**src/rtl/pit_timer.sv**
```systemverilog
module pit_timer #(
  parameter int PW  = 20,
  parameter int CW  = 12,
  parameter int DIV = 16
) (
  input  logic        clk,
  input  logic        rst_n,
  input  logic [1:0]  addr,
  input  logic        wr_en,
  input  logic        rd_en,
  input  logic [31:0] wdata,
  output logic [31:0] rdata,
  output logic        irq
);
  localparam int DWD    = $clog2(DIV);
  localparam int EN_BIT = 24;
  localparam int IE_BIT = 25;

  logic [PW-1:0]  period_q;
  logic           en_q, ie_q, status_q;
  logic [DWD-1:0] pre_q;
  logic [PW-1:0]  cnt_q;
  logic [CW-1:0]  pcnt_q;

  logic run, wr_mode, tick, done, rd_val;

  assign run     = en_q && (period_q != '0);
  assign wr_mode = wr_en && (addr == 2'd0);
  assign tick    = run && (pre_q == DWD'(DIV - 1));
  assign done    = tick && !wr_mode && (cnt_q >= period_q - 1'b1);
  assign rd_val  = rd_en && (addr == 2'd2) && en_q;
  assign irq     = status_q && ie_q;

  always_ff @(posedge clk or negedge rst_n) begin
    if (!rst_n) begin
      period_q <= '1;
      en_q     <= 1'b0;
      ie_q     <= 1'b0;
    end else if (wr_mode) begin
      period_q <= wdata[PW-1:0];
      en_q     <= wdata[EN_BIT];
      ie_q     <= wdata[IE_BIT];
    end
  end

  always_ff @(posedge clk or negedge rst_n) begin
    if (!rst_n)                     pre_q <= '0;
    else if (!run || wr_mode || tick) pre_q <= '0;
    else                            pre_q <= pre_q + 1'b1;
  end

  always_ff @(posedge clk or negedge rst_n) begin
    if (!rst_n)                  cnt_q <= '0;
    else if (!en_q || wr_mode)   cnt_q <= '0;
    else if (done)               cnt_q <= '0;
    else if (tick)               cnt_q <= cnt_q + 1'b1;
  end

  always_ff @(posedge clk or negedge rst_n) begin
    if (!rst_n)       pcnt_q <= '0;
    else if (!en_q)   pcnt_q <= '0;
    else if (rd_val)  pcnt_q <= CW'(done);
    else if (done)    pcnt_q <= pcnt_q + 1'b1;
  end

  always_ff @(posedge clk or negedge rst_n) begin
    if (!rst_n)              status_q <= 1'b0;
    else if (rd_val)         status_q <= done && ie_q;
    else if (done && ie_q)   status_q <= 1'b1;
  end

  logic [31:0] mode_word, snap_word;
  always_comb begin
    mode_word = '0;
    mode_word[PW-1:0]  = period_q;
    mode_word[EN_BIT]  = en_q;
    mode_word[IE_BIT]  = ie_q;
    snap_word = '0;
    snap_word[PW-1:0]  = cnt_q;
    snap_word[31 -: CW] = pcnt_q;
  end

  always_comb begin
    case (addr)
      2'd0:    rdata = mode_word;
      2'd1:    rdata = {31'd0, status_q};
      default: rdata = snap_word;
    endcase
  end
endmodule

```
**config.mk**
```make
export PLATFORM = sky130hd
export DESIGN_NAME = pit_timer
export DESIGN_NICKNAME = d
export VERILOG_FILES = /design/src/rtl/pit_timer.sv
export SDC_FILE = /design/constraint.sdc
export NUM_CORES = 1
export LEC_CHECK = 0
export ABC_AREA = 1
export ABC_CLOCK_PERIOD_IN_PS = 2700
export CAP_MARGIN = 20
export CORE_UTILIZATION = 51
export CTS_BUF_LIST = sky130_fd_sc_hd__clkbuf_4
export CTS_CLUSTER_SIZE = 30
export DETAILED_ROUTE_END_ITERATION = 8
export HOLD_SLACK_MARGIN = 0.08
export PLACE_DENSITY = 0.8
export SKIP_LAST_GASP = 1
export SLEW_MARGIN = 20
export SYNTH_ARGS = -nofsm -noshare
export SYNTH_HDL_FRONTEND = slang
export SYNTH_SLANG_ARGS = --single-unit
```
**constraint.sdc**
```tcl
create_clock -name clk -period 2.7 [get_ports clk]
set_input_delay 0.27 -clock clk [delete_from_list [all_inputs] [get_ports clk]]
set_output_delay 0.27 -clock clk [all_outputs]
set_load 0.02 [all_outputs]
```
==> metrics.md <==
| Metric | Value |
|---|---|
| Status | `complete, but fails checks` |
| Failing checks | `setup timing` |
| Hold Crit Depth | `3` |
| Final #Nets | `780` |
| # clock sinks | `59` |
| Total Die Area | `roughly 9000 um2` |
| Pre-antenna DRT Iters | `5` |
| CTS clk-pin slew, worst paths | `roughly 0.10 ns` |
| Die span in x | `95.0 um` |
| Avg Cell Area, Syn | `about 7.2 um2` |
| Share of cells above drive strength 1 | `23.7%` |
| Vias | `about 4600` |
| Root Driver | `clkbuf_4` |
| Ports | `~70` |
| Crit start category | `flop` |
| Worst min-delay path category | `in2reg` |
| Synth warnings | `0` |
| Number of antenna diodes | `0` |
| # Max-Cap Violations | `0` |
| Buffers & Inverters on Critical Path | `5` |
| First-pass GRT wire length | `20.7 mm` |
| Post-synthesis cell count | `just over 600` |
| CTS Buffer Depth | `2` |
| Min cycle time layout | `2.84 ns` |
| CP max stage delay | `around 0.41 ns` |
| DR vias/cell | `approximately 5.5` |
| Fin. Hold Viols | `0` |
| WL per Instance | `15.7 um` |
| Comb pwr share | `around a third` |
| RePlAce Congestion | `approximately 0.94` |
| Net Sw Frac | `38.1%` |
| Total GRT Usage | `a little under a third` |
| Clock latency on the worst-skew pair | `between 0.4 and 0.5 ns` |
| Final slew viol count | `0` |
| Initial antenna violation count | `0` |
| Crit path capture type | `flop` |
| Critical-path cell list | `inv_2, nand2_1, buf_4, nor2_2, nand3_1, xor2_1, inv_1, ha_1, nand2_2, nor2_4, nand2_2, nor2_1, nand2_1, nand4_1, buf_6, nand2_8, buf_6, nand4_1, nand2_1` |
| WP depth | `19` |
| Final period util | `105%` |
| Share of power burned in registers | `40.8%` |
| Worst Max-Slew Pin Slew | `between 0.9 and 1 ns` |
| P_sw | `1.01 mW` |
| Fin cells | `827` |
| DP Wirelength | `roughly 9 mm` |
| CTS Buf Count | `9` |
| Chip height | `95.0 um` |
| Skew final | `between 0.02 and 0.025 ns` |
| Seq cells post-synth | `59` |
| Inst Count DP | `800` |
| Syn_nets | `~680` |
| Drt first-iter violations | `~320` |
| Yosys cell types | `40` |
| Initial Util | `53.1%` |
| Class of the most critical setup path | `reg2reg` |
| Power Dens Cells | `451 nW/um2` |
| Number of global-route vias before repair | `4384` |
| Post-Syn Area | `around 4400 um2` |
| Max transition margin | `34.6%` |
| Buffers on Ports | `60` |
| EDFF count, synth | `0` |
| Arr. time, crit path | `between 3 and 4 ns` |
| RSZ-0062 raised after global routing | `yes` |
| Peak Freq | `~0.35 GHz` |
| Worst Setup Slack, final | `-0.141 ns` |
| Pin count of the biggest net entering global routing | `40` |
| Sequential fraction of the synthesis area | `about a third` |
| WL final | `~13 mm` |
| DP Worst Slack | `-0.218 ns` |
| CTS tree | `yes` |
| Final core occ | `70.8%` |
| CP dominant cell by count | `nand2_1` |
| Area Overhead vs Synth | `33.2%` |
| Max FO, Critical Path | `5` |
| Site row count | `33` |
| P_int | `between 1.5 and 2 mW` |
| VDD IR max | `just over 0.4 mV` |
| Total grt overflow | `0` |
| Core ar. | `8300 um2` |
| Cell class contributing the biggest share of worst-path delay | `simple AND/OR/NAND/NOR gates` |
| CTS H-tree depth | `3` |
| CP Data Required Time | `between 3 and 4 ns` |
| Ys async rst share | `100%` |
| Total power | `between 2 and 3 mW` |
| Top FF cell, synth | `dfrtp_1` |
| Static Leak | `around 2.7 nW` |
| Final setup viols | `33` |
| Drt drc | `0` |
| Antenna Violating Nets Remaining | `0` |
| Clock Power Share | `between 20% and 30%` |
| Critical path's slowest cell | `dfstp_2` |
| R2R cell count | `19` |
-- synth_stat cells (3+ instances only) --
master | number | area, um2
nand2_4 | 6 | 67.6
clkbuf_1 | 4 | 15.0
nand2_1 | 178 | 668
nand3_1 | 31 | 155
dfrtp_1 | 39 | 976
nor2_2 | 5 | 31.3
dfstp_2 | 20 | 526
clkinv_1 | 3 | 11.3
nand4_1 | 14 | 87.6
inv_1 | 79 | 297
o21ai_0 | 35 | 175
buf_2 | 4 | 20.0
a21oi_1 | 9 | 45.0
ha_1 | 25 | 313
xor2_1 | 28 | 245
inv_2 | 6 | 22.5
nor2_1 | 58 | 218
buf_6 | 4 | 45.0
nor3_2 | 5 | 50.1
nor3_1 | 15 | 75.1
o22ai_1 | 12 | 75.1
o21ai_1 | 3 | 15.0
nor4_1 | 6 | 37.5
-- metal layers --
layer  global-route usage (%)  part of all wire (%)  vias up
li1                         -                     -     2171
met1                     38.3                    40     2155
met2                     49.3                    48      207
met3                     5.64                   7.3       56
met4                     16.3                   4.3        0
met5                        0                     0        -
-- layout make-up --
class,count,area [um2]
clock inverters,7,68.8
multi-input cells,451,2780
inverters,89,339
fillers,602,2430
clock buffers,9,67.6
flip-flops and latches,59,1500
well taps,105,131
repair buffers,107,982
-- repair_timing --
item / in CTS / in global routing
gates resized for setup: 37 / 44
endpoints found under the setup margin: 33 / 33
hold buffers: 1 / 0
buffers inserted: 6 / 2
pin swaps: 23 / 24
endpoints found under the hold margin: 2 / 0
gates cloned: 2 / 0
-- power groups by stage --
stage          registers (mW)  logic, mW  clock network [mW]
2_1_floorplan            1.06      0.469                   0
6_report                 1.08      0.919               0.651
3_3_place_gp             1.07      0.747                   0
5_1_grt                  1.09       1.01               0.699
4_1_cts                  1.07      0.836               0.664
3_5_place_dp             1.08      0.775                   0
-- worst min-delay path: cells and delay by family --
family / cells / cell delay, ns
buffers and inverters: 1 / 0.39
AND/OR/NAND/NOR: 2 / 0.10
-- logic make-up (layout without fill, tap and decap cells) --
group | count (synthesis) | count (layout) | share of synthesized area [%]
AO/OA/AOI/OAI | 64 | 64 | 8.12
XOR/XNOR | 30 | 30 | 5.96
adder cells (fa/ha/maj) | 25 | 25 | 7.10
buffers and inverters | 104 | 212 | 9.88
flip-flops | 59 | 59 | 34.1
AND/OR/NAND/NOR | 330 | 332 | 34.9
-- stage by stage --
stage	TNS [ns]	hold WS, ns	area (um2)
2_1_floorplan	0	-0.0256	4410
3_3_place_gp	-3.03	0.260	5330
3_5_place_dp	-5.47	0.268	5330
4_1_cts	-0.370	0.324	5680
5_1_grt	-7.87	0.366	5870
6_report	-2.60	0.334	5870
-- path summary, 6_finish.rpt --
path	to	slack (ns)	startpoint
max	cnt_q[7]	-0.14	period_q[4]
min	period_q[13]	0.33	wdata[13]
max reg2reg	cnt_q[7]	-0.14	period_q[4]
min reg2reg	pre_q[0]	0.47	pre_q[0]
max in group asynchronous	cnt_q[17]	1.76	rst_n
min in group asynchronous	status_q	0.37	rst_n
-- layout by cell type, fill, tap and decap left out, drive strengths merged, types with 15 or more instances in the layout --
cell type,synthesis,layout
o21ai,38,38
inv,86,86
nor2,67,67
xor2,28,28
dfstp,20,20
ha,25,25
dfrtp,39,39
nand4,15,15
clkdlybuf4s50,0,59
nand2,186,188
buf,11,47
nand3,32,32
nor3,21,21
-- registers in the layout, indices dropped and copies added (netlist names) --
signal,cells
cnt_q,20
en_q,1
ie_q,1
pcnt_q,12
period_q,20
pre_q,4
status_q,1
Power figures use the tool's default switching activity.
